## src/rtl/trap_entry_pkg.sv

```systemverilog
package trap_entry_pkg;
  localparam int          XLEN        = 32;
  localparam int          TT_W        = 8;
  localparam int          CODE_W      = 9;
  localparam int          BASE_LSB    = 12;
  localparam int          IRQ_TT_BASE = 16;
  localparam int          SAVE_PC_REG = 17;
  localparam logic [CODE_W-1:0] RESET_CODE = 9'h100;
  localparam logic [XLEN-1:0]   RESET_NPC  = 32'd4;

  // Place the trap type into the base register, keep the upper base bits.
  function automatic logic [XLEN-1:0] tbr_with_tt(input logic [XLEN-1:0] tbr,
                                                 input logic [TT_W-1:0] tt);
    return {tbr[XLEN-1:BASE_LSB], tt, 4'b0000};
  endfunction

  // Entry address: either the per-type slot or the bare base.
  function automatic logic [XLEN-1:0] entry_pc(input logic [XLEN-1:0] new_tbr,
                                              input logic single);
    return single ? {new_tbr[XLEN-1:BASE_LSB], {BASE_LSB{1'b0}}} : new_tbr;
  endfunction
endpackage

```

## src/rtl/irq_arbiter.sv

```systemverilog
module irq_arbiter
  import trap_entry_pkg::*;
#(
  parameter int IRQ_W = 4
) (
  input  logic [IRQ_W-1:0] level,
  input  logic             et,
  input  logic [IRQ_W-1:0] pil,
  input  logic             pend,
  output logic             accept,
  output logic [TT_W-1:0]  irq_tt
);
  logic nmi;

  always_comb begin
    nmi    = &level;
    accept = (|level) && et && !pend && (nmi || (level > pil));
    irq_tt = TT_W'(IRQ_TT_BASE) + TT_W'(level);
  end
endmodule

```

## src/rtl/window_step.sv

```systemverilog
module window_step
  import trap_entry_pkg::*;
#(
  parameter  int NWIN  = 8,
  localparam int CWP_W = $clog2(NWIN),
  localparam int RA_W  = CWP_W + 4
) (
  input  logic [CWP_W-1:0] cwp,
  output logic [CWP_W-1:0] cwp_new,
  output logic [RA_W-1:0]  pc_slot,
  output logic [RA_W-1:0]  npc_slot
);
  always_comb begin
    cwp_new  = cwp - CWP_W'(1);
    pc_slot  = {cwp_new, 4'b0000} + RA_W'(SAVE_PC_REG);
    npc_slot = {cwp_new, 4'b0000} + RA_W'(SAVE_PC_REG + 1);
  end
endmodule

```

## src/rtl/trap_entry_unit.sv

```systemverilog
module trap_entry_unit
  import trap_entry_pkg::*;
#(
  parameter  int NWIN  = 8,
  parameter  int IRQ_W = 4,
  localparam int CWP_W = $clog2(NWIN),
  localparam int RA_W  = CWP_W + 4
) (
  input  logic              clk,
  input  logic              rst_n,
  input  logic [IRQ_W-1:0]  irq_level,
  input  logic [8:0]        trap_code,
  input  logic              st_et,
  input  logic              st_s,
  input  logic              st_ps,
  input  logic [IRQ_W-1:0]  st_pil,
  input  logic [CWP_W-1:0]  st_cwp,
  input  logic [31:0]       tbr_in,
  input  logic              single_vec,
  input  logic [31:0]       pc_in,
  input  logic [31:0]       npc_in,
  output logic              nx_et,
  output logic              nx_s,
  output logic              nx_ps,
  output logic [IRQ_W-1:0]  nx_pil,
  output logic [CWP_W-1:0]  nx_cwp,
  output logic [31:0]       tbr_out,
  output logic [31:0]       pc_out,
  output logic [31:0]       npc_out,
  output logic              sv_we,
  output logic [RA_W-1:0]   sv_pc_addr,
  output logic [31:0]       sv_pc_data,
  output logic [RA_W-1:0]   sv_npc_addr,
  output logic [31:0]       sv_npc_data,
  output logic              entered,
  output logic              pend_clr,
  output logic              irq_ack,
  output logic [IRQ_W-1:0]  ack_level,
  output logic              err_mode
);
  // Named internal events
  logic             pend_any;
  logic             rst_req;
  logic             trap_req;
  logic             irq_acc;
  logic [TT_W-1:0]  irq_tt;
  logic [TT_W-1:0]  tt_sel;
  logic             do_enter;
  logic             do_err;
  logic             do_reset;
  logic [CWP_W-1:0] cwp_dec;
  logic [RA_W-1:0]  pc_slot;
  logic [RA_W-1:0]  npc_slot;
  logic [31:0]      tbr_new;
  logic [31:0]      pc_new;

  irq_arbiter #(.IRQ_W(IRQ_W)) u_arb (
    .level  (irq_level),
    .et     (st_et),
    .pil    (st_pil),
    .pend   (pend_any),
    .accept (irq_acc),
    .irq_tt (irq_tt)
  );

  window_step #(.NWIN(NWIN)) u_win (
    .cwp      (st_cwp),
    .cwp_new  (cwp_dec),
    .pc_slot  (pc_slot),
    .npc_slot (npc_slot)
  );

  always_comb begin
    pend_any = trap_code != '0;
    rst_req  = trap_code == RESET_CODE;
    trap_req = pend_any && !rst_req;
    tt_sel   = trap_req ? trap_code[TT_W-1:0] : irq_tt;
    do_enter = !err_mode && st_et && (trap_req || irq_acc);
    do_err   = !err_mode && trap_req && !st_et;
    do_reset = !err_mode && rst_req;
    tbr_new  = tbr_with_tt(tbr_in, tt_sel);
    pc_new   = entry_pc(tbr_new, single_vec);
  end

  always_ff @(posedge clk or negedge rst_n) begin
    if (!rst_n) begin
      nx_et       <= 1'b0;
      nx_s        <= 1'b1;
      nx_ps       <= 1'b0;
      nx_pil      <= '0;
      nx_cwp      <= '0;
      tbr_out     <= '0;
      pc_out      <= '0;
      npc_out     <= RESET_NPC;
      sv_we       <= 1'b0;
      sv_pc_addr  <= '0;
      sv_pc_data  <= '0;
      sv_npc_addr <= '0;
      sv_npc_data <= '0;
      entered     <= 1'b0;
      pend_clr    <= 1'b0;
      irq_ack     <= 1'b0;
      ack_level   <= '0;
      err_mode    <= 1'b0;
    end else begin
      nx_et       <= st_et;
      nx_s        <= st_s;
      nx_ps       <= st_ps;
      nx_pil      <= st_pil;
      nx_cwp      <= st_cwp;
      tbr_out     <= tbr_in;
      pc_out      <= pc_in;
      npc_out     <= npc_in;
      sv_we       <= 1'b0;
      sv_pc_addr  <= pc_slot;
      sv_pc_data  <= pc_in;
      sv_npc_addr <= npc_slot;
      sv_npc_data <= npc_in;
      entered     <= do_enter;
      pend_clr    <= (do_enter && trap_req) || do_reset;
      irq_ack     <= do_enter && !trap_req;
      ack_level   <= (do_enter && !trap_req) ? irq_level : '0;
      err_mode    <= err_mode || do_err;
      if (do_enter) begin
        nx_et   <= 1'b0;
        nx_ps   <= st_s;
        nx_s    <= 1'b1;
        nx_cwp  <= cwp_dec;
        tbr_out <= tbr_new;
        pc_out  <= pc_new;
        npc_out <= pc_new + 32'd4;
        sv_we   <= 1'b1;
      end else if (do_reset) begin
        pc_out  <= '0;
        npc_out <= RESET_NPC;
      end
    end
  end
endmodule

```

## config.mk

```make
export PLATFORM = sky130hd
export DESIGN_NAME = trap_entry_unit
export DESIGN_NICKNAME = d
export VERILOG_FILES = /design/src/rtl/trap_entry_pkg.sv /design/src/rtl/irq_arbiter.sv /design/src/rtl/window_step.sv /design/src/rtl/trap_entry_unit.sv
export SDC_FILE = /design/constraint.sdc
export NUM_CORES = 1
export LEC_CHECK = 0
export ABC_AREA = 0
export BUFFER_PORTS_ARGS = -buffer_cell sky130_fd_sc_hd__buf_2
export CORE_AREA = 2 2 124 126
export CTS_BUF_LIST = sky130_fd_sc_hd__clkbuf_8
export CTS_CLUSTER_DIAMETER = 40
export DETAILED_ROUTE_END_ITERATION = 6
export DIE_AREA = 0 0 126 128
export PLACE_DENSITY = 0.75
export SYNTH_ARGS = -nofsm -noshare
export SYNTH_HDL_FRONTEND = slang
export SYNTH_SLANG_ARGS = --single-unit
```

## constraint.sdc

```tcl
create_clock -name clk -period 2.12 [get_ports clk]
set_clock_uncertainty 0.05 [all_clocks]
set_input_delay 0.106 -clock clk [delete_from_list [all_inputs] [get_ports clk]]
set_output_delay 0.106 -clock clk [all_outputs]
set_load 0.02 [all_outputs]
```

==> impl_metrics.xml, run 1 <==
<?xml version="1.0" encoding="UTF-8"?>
<metrics>
  <group name="outcome">
    <metric name="run_status" unit="">finished, final reports clean</metric>
  </group>
  <group name="floorplanning">
    <metric name="die_extent_in_x" unit="um">126</metric>
    <metric name="rows" unit="">45</metric>
    <metric name="floorplan.core_area" unit="mm2">0.0149</metric>
    <metric name="initial_utilization" unit="%">38.9</metric>
    <metric name="num_io_pins" unit="">315</metric>
    <metric name="fp.dieArea" unit="mm2">0.0161</metric>
    <metric name="die_h" unit="um">128</metric>
  </group>
  <group name="global_routing">
    <metric name="grt_usage" unit="%">22.9</metric>
    <metric name="gr-total-overflow" unit="">0</metric>
    <metric name="grt_first_pass_wirelength" unit="um">28000</metric>
    <metric name="first_global_vias" unit="">5066</metric>
    <metric name="number_of_antenna_violations_at_the_first_check_in_global_routing" unit="">1</metric>
    <metric name="grt_start_max_net_pins" unit="">68</metric>
  </group>
  <group name="setup_path">
    <metric name="crit_required" unit="ps">2450</metric>
    <metric name="worst_setup_path_start_kind" unit="">primary input</metric>
    <metric name="critical_path.endpoint_type" unit="">flop</metric>
    <metric name="worstPathArrival" unit="ps">2380</metric>
    <metric name="timing.critical_path.fanout_max" unit="">38</metric>
    <metric name="worst-setup-path-type" unit="">in2reg</metric>
  </group>
  <group name="sta">
    <metric name="worst_hold_slack_after_final_layout" unit="ps">75.5</metric>
    <metric name="max_slew_margin" unit="%">59.1</metric>
    <metric name="maxClockFrequency" unit="MHz">487</metric>
    <metric name="setup_tns_final" unit="ps">0</metric>
    <metric name="final_min_period_over_clock_period" unit="%">96.8</metric>
    <metric name="hold_viol" unit="">0</metric>
    <metric name="fin_crit" unit="ps">2050</metric>
    <metric name="timing_worst_slew_pin_value" unit="ps">611</metric>
    <metric name="rsz0062_at_grt" unit="">false</metric>
    <metric name="report.final.slew_viol_count" unit="">0</metric>
    <metric name="setup_violations" unit="">0</metric>
  </group>
  <group name="place">
    <metric name="place_hpwl" unit="um">11800</metric>
    <metric name="gp_congestion" unit="">0.798</metric>
    <metric name="port_buffers" unit="">308</metric>
    <metric name="place_inst" unit="">837</metric>
  </group>
  <group name="clocking">
    <metric name="cts_tree" unit="">built</metric>
    <metric name="clockBufferDepth" unit="">2</metric>
    <metric name="clockRootBuffer" unit="">clkbuf_8</metric>
    <metric name="clk_pin_slew" unit="ps">110</metric>
    <metric name="h-tree-depth" unit="">4</metric>
    <metric name="cts_buffers" unit="">17</metric>
    <metric name="clock_insertion_delay_at_the_later_pin_of_the_skew_report" unit="ps">440</metric>
    <metric name="numClockSinks" unit="">182</metric>
  </group>
  <group name="power">
    <metric name="cellLeakagePower" unit="nW">4.74</metric>
    <metric name="power_density" unit="mW/mm2">771</metric>
    <metric name="fin_total_pwr" unit="mW">7.12</metric>
    <metric name="max-vdd-ir-drop" unit="mV">0.416</metric>
  </group>
  <group name="logic_synthesis">
    <metric name="netlist_area" unit="mm2">0.00578</metric>
    <metric name="count_of_synthesis_stage_warnings_from_yosys" unit="">0</metric>
    <metric name="ys_ff_latch" unit="">182</metric>
    <metric name="part_of_the_yosys_area_used_for_sequential_elements" unit="%">78.9</metric>
    <metric name="count_of_distinct_cell_types_in_the_synthesized_netlist" unit="">38</metric>
    <metric name="post_synthesis_cells" unit="">346</metric>
    <metric name="syn_area_per_cell" unit="um2">16.7</metric>
  </group>
  <group name="drt">
    <metric name="finalWirelength" unit="um">18400</metric>
    <metric name="drt_drc_violations_left" unit="">0</metric>
    <metric name="drt_first_pass_iters" unit="">4</metric>
    <metric name="avgRoutedWirePerCell" unit="um">18.6</metric>
    <metric name="via_per_inst" unit="">4.84</metric>
    <metric name="drt.antenna.violating_nets" unit="">0</metric>
    <metric name="iteration_0_drc_markers" unit="">243</metric>
    <metric name="vias_after_detailed_routing" unit="">4789</metric>
  </group>
  <group name="cells_and_area">
    <metric name="finish.net_count" unit="">916</metric>
    <metric name="number_of_antenna_cells_inserted" unit="">0</metric>
    <metric name="seqCellArea" unit="mm2">0.00456</metric>
    <metric name="finalNonFillerCells" unit="">990</metric>
    <metric name="fin_util" unit="%">62.2</metric>
    <metric name="area_of_the_multi_input_gates" unit="mm2">0.00104</metric>
    <metric name="final_layout_size_suffix_gt1_share" unit="%">46.0</metric>
    <metric name="area_growth" unit="%">60.1</metric>
    <metric name="fillers" unit="">1088</metric>
  </group>
  <group name="flow_run">
    <metric name="drv_cap" unit="">0</metric>
  </group>
  <group name="worst_hold_path">
    <metric name="worst_hold_path_type" unit="">in2async</metric>
  </group>
</metrics>
registers in the layout, summed over array words and instances, names as in the netlist:
signal and flops:
npc_out 32, pend_clr 1, nx_et 1, nx_cwp 3, nx_ps 1, tbr_out 32, irq_ack 1, sv_pc_data 32
sv_npc_data 32, nx_s 1, pc_out 32, sv_pc_addr 4, entered 1, nx_pil 4, err_mode 1, ack_level 4
critical path, stage by stage:
cell and delay, ps:
dlygate4sd3_1 520, buf_2 140, or4_4 560, nor2_4 170, mux2i_1 260, o21a_2 220, buf_12 210, a22o_1 170
cells in the final DEF, fill, tap and decap left out, drive strengths merged, types with 2 or more instances in the layout:
master and n:
nor2 4, clkbuf 17, xnor2 2, nand2b 2
ha 5, dfrtp 180, o21a 2, a22o 46
nand2 2, o21ai 2, conb 7, inv 11
or4 2, and3 9, o2bb2ai 10, a21oi 12
mux2 4, clkinv 9, and2 7, dfstp 2
dlygate4sd3 120, buf 327, nor3 7
cells in the mapped netlist (all sizes together):
cell,n,area (um2)
ha,5,62.6
a21o,1,7.51
nor2,4,22.5
or4,2,22.5
o211a,1,10.0
o21a,2,15.0
a2111oi,1,15.0
nor3,7,35.0
o2bb2ai,10,87.6
o21bai,1,7.51
xnor2,2,17.5
conb,2,7.51
nor2b,1,6.26
a22o,46,403
clkbuf,5,18.8
or2,1,6.26
nand2b,2,12.5
dfstp,2,52.6
mux2i,1,10.0
nor4,1,6.26
xor2,1,8.76
dfrtp,180,4500
a21oi,12,60.1
or3,1,6.26
nand2,2,10.0
o21ai,2,13.8
buf,23,164
and4,1,8.76
nand4,1,6.26
and3,9,56.3
mux2,4,45.0
and2,7,43.8
inv,6,22.5
where the power goes:
group / leakage [nW] / switching, mW / internal (mW) / total (mW)
Sequential: 2.13 / 0.0548 / 3.64 / 3.69
Clock: 0.216 / 1.42 / 1.02 / 2.44
Combinational: 2.39 / 0.562 / 0.427 / 0.989
worst paths after layout:
check | startpoint | endpoint | slack (ps) | cells past startpoint
setup / recovery | trap_code[3] | npc_out[18]$_DFF_PN0_ | 70 | 8
hold / removal | rst_n | tbr_out[12]$_DFF_PN0_ | 80 | 2
setup reg to reg | err_mode$_DFF_PN0_ | pc_out[9]$_DFF_PN0_ | 240 | 6
hold reg to reg | err_mode$_DFF_PN0_ | pend_clr$_DFF_PN0_ | 460 | 1
max in group asynchronous | rst_n | nx_s$_DFF_PN1_ | 1200 | 3
min in group clk | trap_code[8] | pend_clr$_DFF_PN0_ | 80 | 4
routing by layer:
| metal | up-vias | wire (um) | GRT usage, % |
|---|---|---|---|
| met1 | 2417 | 6540 | 24.6 |
| met2 | 245 | 10100 | 42.0 |
| met3 | 41 | 1270 | 6.55 |
| met4 | 2 | 499 | 9.76 |
| met5 | - | 13 | 0 |
| li1 | 2084 | - | - |
per-stage QoR:
| stage | worst slack (ps) | cell area (um2) |
|---|---|---|
| 3_3_place_gp | -0.247 | 7590 |
| 6_report | 67.6 | 9240 |
| 2_1_floorplan | 141 | 5790 |
| 4_1_cts | 50.4 | 9230 |
| 5_1_grt | 37.8 | 9240 |
| 3_5_place_dp | -40.7 | 7590 |
cell type report:
class,count,share of cell area (%)
Clock buffer,17,2.53
Clock inverter,15,2.19
Inverter,6,0.244
Multi-Input combinational cell,135,11.2
Sequential cell,182,49.3
Tap cell,188,2.54
Timing Repair Buffer,447,32.0
logic make-up after synthesis:
family | synth area share [%]
buffers and inverters | 3.55
DFF | 78.9
muxes | 0.953
adders and majority gates | 1.08
and+or+nand+nor | 4.20
AOI/OAI and AO/OA | 10.7
other | 0.130
xor gates and xnor gates | 0.455
what timing repair did:
item	in CTS	in global routing
buffers inserted	0	1
setup endpoints to repair	0	27
hold buffers	120	0
resized for setup	0	1
endpoints found under the hold margin	360	0
No activity file was read; power rests on OpenSTA's default activity.
==> inputs of run 2 (changes only) <==
Settings changed: ABC_CLOCK_PERIOD_IN_PS set to 2120, CAP_MARGIN set to 5, CORE_AREA 2 2 124 126 to not set, CORE_MARGIN set to 2, CORE_UTILIZATION set to 45, DIE_AREA 0 0 126 128 to not set, PLACE_DENSITY 0.75 to 0.8, SYNTH_HIERARCHICAL set to 1.
==> run 2 against run 1 <==
Net effect: sequential share of layout area is 4.5 points lower; hold slack worse by 32 ps; global-route usage is 4.5 points higher; first-iteration DRC count is 61% higher; largest power group unchanged; wire length is 28% higher; via count is 30% higher; sequential power is 6.0% higher; highest routed layer is now met4; area after synthesis is 24% higher; clock power is 9.4% higher; power is 9.3% higher; critical path type unchanged; fmax is 2.2% lower.
==> impl_metrics.xml, run 2 <==
<?xml version="1.0" encoding="UTF-8"?>
<metrics>
  <group name="cells_and_area">
    <metric name="final_layout_size_suffix_gt1_share" unit="%">41.5</metric>
    <metric name="finalNonFillerCells" unit="">1202</metric>
    <metric name="fillers" unit="">1105</metric>
    <metric name="layout_common_cells" unit="">310 x buf_2, 189 x dfrtp_1, 110 x dlygate4sd3_1</metric>
    <metric name="finish.net_count" unit="">1100</metric>
    <metric name="area_growth" unit="%">49.9</metric>
    <metric name="final_common_cell" unit="">buf_2</metric>
    <metric name="finalInstanceArea" unit="mm2">0.0107</metric>
  </group>
  <group name="setup_path">
    <metric name="critical_path.endpoint_type" unit="">flop</metric>
    <metric name="worst_setup_path_start_kind" unit="">primary input</metric>
    <metric name="timing.critical_path.fanout_max" unit="">13</metric>
    <metric name="worst_r2r_startpoint" unit="">err_mode$_DFF_PN0_</metric>
    <metric name="worst-setup-path-type" unit="">in2reg</metric>
    <metric name="worst-r2r-cell-count" unit="">5</metric>
    <metric name="worstReg2RegEnd" unit="">tbr_out[9]$_DFF_PN0_</metric>
    <metric name="crit_required" unit="ps">2430</metric>
    <metric name="worstPathArrival" unit="ps">2410</metric>
    <metric name="reg2reg_slack" unit="ps">370</metric>
    <metric name="cp-startpoint" unit="">st_pil[3]</metric>
  </group>
  <group name="floorplanning">
    <metric name="floorplan.core_area" unit="mm2">0.0157</metric>
    <metric name="rows" unit="">46</metric>
    <metric name="fp.dieArea" unit="mm2">0.0169</metric>
    <metric name="num_io_pins" unit="">315</metric>
    <metric name="die_h" unit="um">130</metric>
    <metric name="initial_utilization" unit="%">45.5</metric>
    <metric name="die_extent_in_x" unit="um">130</metric>
  </group>
  <group name="logic_synthesis">
    <metric name="synth-main-ff-cell" unit="">dfrtp_1</metric>
    <metric name="synth_enable_flop_cells" unit="">0</metric>
    <metric name="asyncSetResetFlopFracSynth" unit="%">100</metric>
    <metric name="post_synthesis_cells" unit="">547</metric>
    <metric name="part_of_the_yosys_area_used_for_sequential_elements" unit="%">67.2</metric>
    <metric name="synth_area_leaders" unit="">dfrtp_1 66%, o31ai_1 4.2%, o211ai_1 4.1%, a311o_1 2.9%, inv_1 2.8%</metric>
    <metric name="netlist_area" unit="mm2">0.00715</metric>
    <metric name="netlist_top_cells_count" unit="">190 x dfrtp_1, 54 x inv_1, 41 x nand2_1</metric>
    <metric name="synth_top_cell_by_area" unit="">dfrtp_1</metric>
    <metric name="syn_area_per_cell" unit="um2">13.1</metric>
    <metric name="ys_ff_latch" unit="">192</metric>
    <metric name="synth.most_common_cell" unit="">dfrtp_1</metric>
    <metric name="count_of_distinct_cell_types_in_the_synthesized_netlist" unit="">44</metric>
    <metric name="count_of_synthesis_stage_warnings_from_yosys" unit="">6</metric>
    <metric name="yosysTopAreaCellShare" unit="%">66.5</metric>
  </group>
  <group name="sta">
    <metric name="maxClockFrequency" unit="MHz">476</metric>
    <metric name="final_min_period_over_clock_period" unit="%">99.0</metric>
    <metric name="setup_violations" unit="">0</metric>
    <metric name="fin_crit" unit="ps">2100</metric>
    <metric name="postLayoutSetupSlackWorst" unit="ps">21.1</metric>
    <metric name="setup_tns_final" unit="ps">0</metric>
    <metric name="max_slew_margin" unit="%">57.6</metric>
    <metric name="rsz0062_at_grt" unit="">true</metric>
    <metric name="hold_viol" unit="">0</metric>
    <metric name="timing_worst_slew_pin_value" unit="ps">636</metric>
    <metric name="report.final.slew_viol_count" unit="">0</metric>
  </group>
  <group name="worst_hold_path">
    <metric name="timing.hold.worst_endpoint" unit="">npc_out[11]$_DFF_PN0_</metric>
    <metric name="hold-path-cell-count" unit="">4</metric>
    <metric name="worst_hold_path_type" unit="">in2reg</metric>
    <metric name="timing.hold.worst.start" unit="">trap_code[7]</metric>
  </group>
  <group name="place">
    <metric name="place_hpwl" unit="um">14500</metric>
    <metric name="dp_slack" unit="ps">-156</metric>
    <metric name="gp_congestion" unit="">0.883</metric>
    <metric name="dpl_cell_area" unit="mm2">0.00906</metric>
    <metric name="place_inst" unit="">1057</metric>
    <metric name="port_buffers" unit="">314</metric>
  </group>
  <group name="power">
    <metric name="max-vdd-ir-drop" unit="mV">0.430</metric>
    <metric name="fin_total_pwr" unit="mW">7.79</metric>
    <metric name="cellLeakagePower" unit="nW">5.27</metric>
    <metric name="power_density" unit="mW/mm2">726</metric>
  </group>
  <group name="drt">
    <metric name="drt.antenna.violating_nets" unit="">0</metric>
    <metric name="via_per_inst" unit="">5.19</metric>
    <metric name="route.met2.wl" unit="um">12700</metric>
    <metric name="met1_length" unit="um">8290</metric>
    <metric name="avgRoutedWirePerCell" unit="um">19.6</metric>
    <metric name="drt_drc_violations_left" unit="">0</metric>
    <metric name="vias_after_detailed_routing" unit="">6242</metric>
    <metric name="iteration_0_drc_markers" unit="">391</metric>
    <metric name="drt_first_pass_iters" unit="">5</metric>
    <metric name="finalWirelength" unit="um">23500</metric>
    <metric name="route.top_layer_used" unit="">met4</metric>
    <metric name="met3_wirelength_from_detailed_routing" unit="um">1810</metric>
  </group>
  <group name="clocking">
    <metric name="cts_tree" unit="">built</metric>
    <metric name="clk_pin_slew" unit="ps">100</metric>
    <metric name="cts_buffers" unit="">17</metric>
    <metric name="clock_insertion_delay_at_the_later_pin_of_the_skew_report" unit="ps">440</metric>
    <metric name="numClockSinks" unit="">192</metric>
    <metric name="post_cts_buffers" unit="">0</metric>
    <metric name="clockBufferDepth" unit="">2</metric>
    <metric name="clockRootBuffer" unit="">clkbuf_8</metric>
    <metric name="h-tree-depth" unit="">4</metric>
  </group>
  <group name="global_routing">
    <metric name="gr-total-overflow" unit="">0</metric>
    <metric name="first_global_vias" unit="">6570</metric>
    <metric name="number_of_antenna_violations_at_the_first_check_in_global_routing" unit="">1</metric>
    <metric name="grt_start_max_net_pins" unit="">71</metric>
    <metric name="grt_first_pass_wirelength" unit="um">34900</metric>
    <metric name="grt_usage" unit="%">27.4</metric>
  </group>
  <group name="flow_run">
    <metric name="drv_cap" unit="">0</metric>
  </group>
  <group name="outcome">
    <metric name="run_status" unit="">finished, final reports clean</metric>
  </group>
</metrics>
## run 2: changes by cell type after synthesis, moves of 11 or more
cell / delta
o211ai_1: +39
clkbuf_1: +18
o32ai_1: +16
a22o_1: -46
a21oi_1: -11
o31ai_1: +40
nand2_1: +40
a311o_1: +21
inv_1: +48
## run 2: repair_timing
action	CTS	global route
resized for setup	0	9
setup endpoints to repair	0	63
endpoints found under the hold margin	249	1
hold buffers	112	1
## run 2: worst max path at each step
stage | cells after the start | end | slack [ps]
CTS | 10 | npc_out[15]$_DFF_PN0_ | 10
detailed placement | 12 | tbr_out[6]$_DFF_PN0_ | -160
floorplan | 13 | tbr_out[10]$_DFF_PN0_ | -140
finish | 10 | npc_out[30]$_DFF_PN0_ | 20
global route | 10 | pc_out[15]$_DFF_PN0_ | -10
global placement | 11 | nx_cwp[0]$_DFF_PN0_ | -50
## run 2: kinds of logic after synthesis
family          synth area share (%)
buf+inv                         7.92
mux                             1.75
other cells                    0.210
xor+xnor                       0.245
simple gates                    5.25
fa+ha+maj                      0.875
compound gates                  16.5
flops                           67.2
## run 2: power by group
group	switching [mW]	internal, mW	leakage [nW]
sequential	0.0551	3.85	2.22
clock	1.31	1.36	0.225
combinational	0.713	0.498	2.82
total	2.08	5.71	5.27
## run 2: cell type report
class	instances	area (um2)	share of cell area, %
Timing Repair Buffer	460	3110	29.0
Clock inverter	12	183	1.70
Clock buffer	19	262	2.44
Sequential cell	192	4810	44.8
Inverter	56	210	1.96
Antenna cell	1	2.50	0.0233
Tap cell	216	270	2.52
Multi-Input combinational cell	246	1880	17.5
## run 2: per-stage QoR
step | util, % | hold slack, ps
finish | 68.3 | 43.2
global placement | 57.7 | 95.0
global route | 68.3 | 30.3
CTS | 67.6 | 7.16
floorplan | - | -240
detailed placement | 57.7 | 96.3
## run 2: metal layers
metal  track usage (%)  vias up
met5                 0        -
met4              11.1        0
met3              7.05       55
met2              50.2      340
met1              30.4     3095
li1                  -     2752
## run 2: critical path, stage by stage
cell and delay (ps):
dlygate4sd3_1 520, buf_2 140, inv_1 90, ha_4 210, a211oi_1 310, a21oi_2 130, buf_4 170, o31a_4 340
clkbuf_16 200, o211ai_1 180
==> inputs of run 3 (changes only) <==
Settings changed: SETUP_SLACK_MARGIN set to 0.3.
==> run 3 against run 2 <==
Net effect: sequential power barely moved; wire length fell by 1.6%; critical endpoint is now npc_out[21]$_DFF_PN0_; fmax rose by 20%; final cell count grew 0.83%; largest cell class unchanged; via count increased by 0.34%; largest power group unchanged; final area about the same; power down 0.12%; global-route usage shrank 0.74 points.
==> impl_metrics.xml, run 3 (synthesis results as in run 2) <==
<?xml version="1.0" encoding="UTF-8"?>
<metrics>
  <group name="sta">
    <metric name="worst_hold_slack_after_final_layout" unit="ps">43.0</metric>
    <metric name="hold_viol" unit="">0</metric>
    <metric name="fin_crit" unit="ps">1750</metric>
    <metric name="maxClockFrequency" unit="MHz">570</metric>
    <metric name="rsz0062_at_grt" unit="">false</metric>
    <metric name="report.final.slew_viol_count" unit="">0</metric>
    <metric name="timing_worst_slew_pin_value" unit="ps">605</metric>
    <metric name="max_slew_margin" unit="%">59.7</metric>
    <metric name="final_min_period_over_clock_period" unit="%">82.7</metric>
    <metric name="setup_violations" unit="">0</metric>
  </group>
  <group name="floorplanning">
    <metric name="rows" unit="">46</metric>
    <metric name="num_io_pins" unit="">315</metric>
    <metric name="initial_utilization" unit="%">45.5</metric>
    <metric name="floorplan.core_area" unit="mm2">0.0157</metric>
    <metric name="die_extent_in_x" unit="um">130</metric>
    <metric name="fp.dieArea" unit="mm2">0.0169</metric>
    <metric name="die_h" unit="um">130</metric>
  </group>
  <group name="clocking">
    <metric name="clockBufferDepth" unit="">2</metric>
    <metric name="clk_pin_slew" unit="ps">100</metric>
    <metric name="cts_buffers" unit="">17</metric>
    <metric name="clockRootBuffer" unit="">clkbuf_8</metric>
    <metric name="h-tree-depth" unit="">4</metric>
    <metric name="cts_tree" unit="">built</metric>
    <metric name="clock_insertion_delay_at_the_later_pin_of_the_skew_report" unit="ps">450</metric>
    <metric name="numClockSinks" unit="">192</metric>
  </group>
  <group name="global_routing">
    <metric name="grt_first_pass_wirelength" unit="um">33800</metric>
    <metric name="globalRouteMet2Util" unit="%">45.0</metric>
    <metric name="first_global_vias" unit="">6311</metric>
    <metric name="number_of_antenna_violations_at_the_first_check_in_global_routing" unit="">0</metric>
    <metric name="global_route.usage.met1" unit="%">33.4</metric>
    <metric name="grt_usage" unit="%">26.7</metric>
    <metric name="gr_layer_usage_met3" unit="%">5.33</metric>
    <metric name="busiest_layer" unit="">met2</metric>
    <metric name="grt_start_max_net_pins" unit="">55</metric>
    <metric name="gr-total-overflow" unit="">0</metric>
  </group>
  <group name="setup_path">
    <metric name="worst_setup_path_start_kind" unit="">primary input</metric>
    <metric name="critical_path.endpoint_type" unit="">flop</metric>
    <metric name="timing.critical_path.fanout_max" unit="">20</metric>
    <metric name="worst-setup-path-type" unit="">in2reg</metric>
    <metric name="crit_required" unit="ps">2440</metric>
    <metric name="worstPathArrival" unit="ps">2070</metric>
  </group>
  <group name="drt">
    <metric name="vias_after_detailed_routing" unit="">6263</metric>
    <metric name="via_per_inst" unit="">5.17</metric>
    <metric name="finalWirelength" unit="um">23100</metric>
    <metric name="drt_drc_violations_left" unit="">0</metric>
    <metric name="drt.antenna.violating_nets" unit="">0</metric>
    <metric name="drt_first_pass_iters" unit="">5</metric>
    <metric name="avgRoutedWirePerCell" unit="um">19.1</metric>
    <metric name="iteration_0_drc_markers" unit="">529</metric>
  </group>
  <group name="place">
    <metric name="place_inst" unit="">1060</metric>
    <metric name="gp_congestion" unit="">0.845</metric>
    <metric name="place_hpwl" unit="um">14900</metric>
    <metric name="port_buffers" unit="">314</metric>
  </group>
  <group name="flow_run">
    <metric name="drv_cap" unit="">0</metric>
  </group>
  <group name="cells_and_area">
    <metric name="area_growth" unit="%">50.0</metric>
    <metric name="finish.net_count" unit="">1109</metric>
    <metric name="finalNonFillerCells" unit="">1212</metric>
    <metric name="final_layout_size_suffix_gt1_share" unit="%">41.9</metric>
    <metric name="fin_util" unit="%">68.3</metric>
    <metric name="final_common_cell" unit="">buf_2</metric>
    <metric name="layout_common_cells" unit="">313 x buf_2, 189 x dfrtp_1, 115 x dlygate4sd3_1</metric>
  </group>
  <group name="power">
    <metric name="power_density" unit="mW/mm2">725</metric>
    <metric name="cellLeakagePower" unit="nW">5.25</metric>
    <metric name="max-vdd-ir-drop" unit="mV">0.462</metric>
  </group>
  <group name="worst_hold_path">
    <metric name="worst_hold_path_type" unit="">in2reg</metric>
  </group>
  <group name="outcome">
    <metric name="run_status" unit="">finished, final reports clean</metric>
  </group>
</metrics>
-- run 3: cell count changes in the layout (fill, tap and decap cells not counted), sizes merged --
cell,previous run,this run
buf,344,352
dlygate4sd3,110,115
clkbuf,22,19
clkinvlp,2,5
dlymetal6s4s,3,0
-- run 3: final timing paths --
kind                               startpoint                        end  slack (ps)  cells after the start
setup / recovery                 trap_code[2]      npc_out[21]$_DFF_PN0_         370                     11
max in group asynchronous               rst_n  sv_npc_data[14]$_DFF_PN0_        1190                      3
setup reg to reg           err_mode$_DFF_PN0_      npc_out[21]$_DFF_PN0_         620                      4
hold reg to reg            err_mode$_DFF_PN0_         pend_clr$_DFF_PN0_         730                      2
hold / removal                   trap_code[4]       npc_out[8]$_DFF_PN0_          40                      4
min in group asynchronous               rst_n      tbr_out[11]$_DFF_PN0_         120                      2
-- run 3: worst max-delay path, stage by stage --
cell       delay (ps)
buf_2             110
or4_4             570
nor2_4            130
nand2_1            60
inv_1              50
o2111ai_1         120
a21oi_2           190
inv_2              70
buf_4             220
a311o_1           350
o211ai_1          120
-- run 3: what timing repair did --
| action | 4_1_cts | 5_1_grt |
|---|---|---|
| buffers inserted | 0 | 3 |
| setup endpoints to repair | 0 | 22 |
| resized for setup | 0 | 6 |
| endpoints found under the hold margin | 349 | 0 |
| hold buffers | 115 | 0 |
-- run 3: layout make-up --
| class | count | area, um2 |
|---|---|---|
| Inverter | 56 | 213 |
| Clock buffer | 17 | 234 |
| Clock inverter | 15 | 206 |
| Sequential cell | 192 | 4810 |
| Fill cell | 1122 | 4980 |
| Tap cell | 216 | 270 |
| Multi-Input combinational cell | 246 | 1860 |
| Timing Repair Buffer | 469 | 3130 |
| Antenna cell | 1 | 2.50 |
-- run 3: power breakdown --
group	switching, mW	leakage [nW]	total, mW	internal, mW
Clock	1.36	0.210	2.66	1.30
Sequential	0.0544	2.22	3.91	3.85
Combinational	0.712	2.82	1.21	0.494
-- run 3: per-stage QoR --
step	setup slack, ps	setup TNS, ps	total power, mW	cell area, um2
3_3_place_gp	-11.4	-72.3	4.96	9060
2_1_floorplan	-139	-2470	4.48	7250
6_report	367	0	7.78	10700
3_5_place_dp	-112	-2800	4.99	9060
4_1_cts	331	0	7.77	10700
5_1_grt	305	0	8.05	10700
-- run 3: routing by layer --
metal  vias up  share of wire, %
met2       288                52
met5         -                 0
met4         0               3.6
li1       2771                 -
met1      3137                38
met3        67               6.0
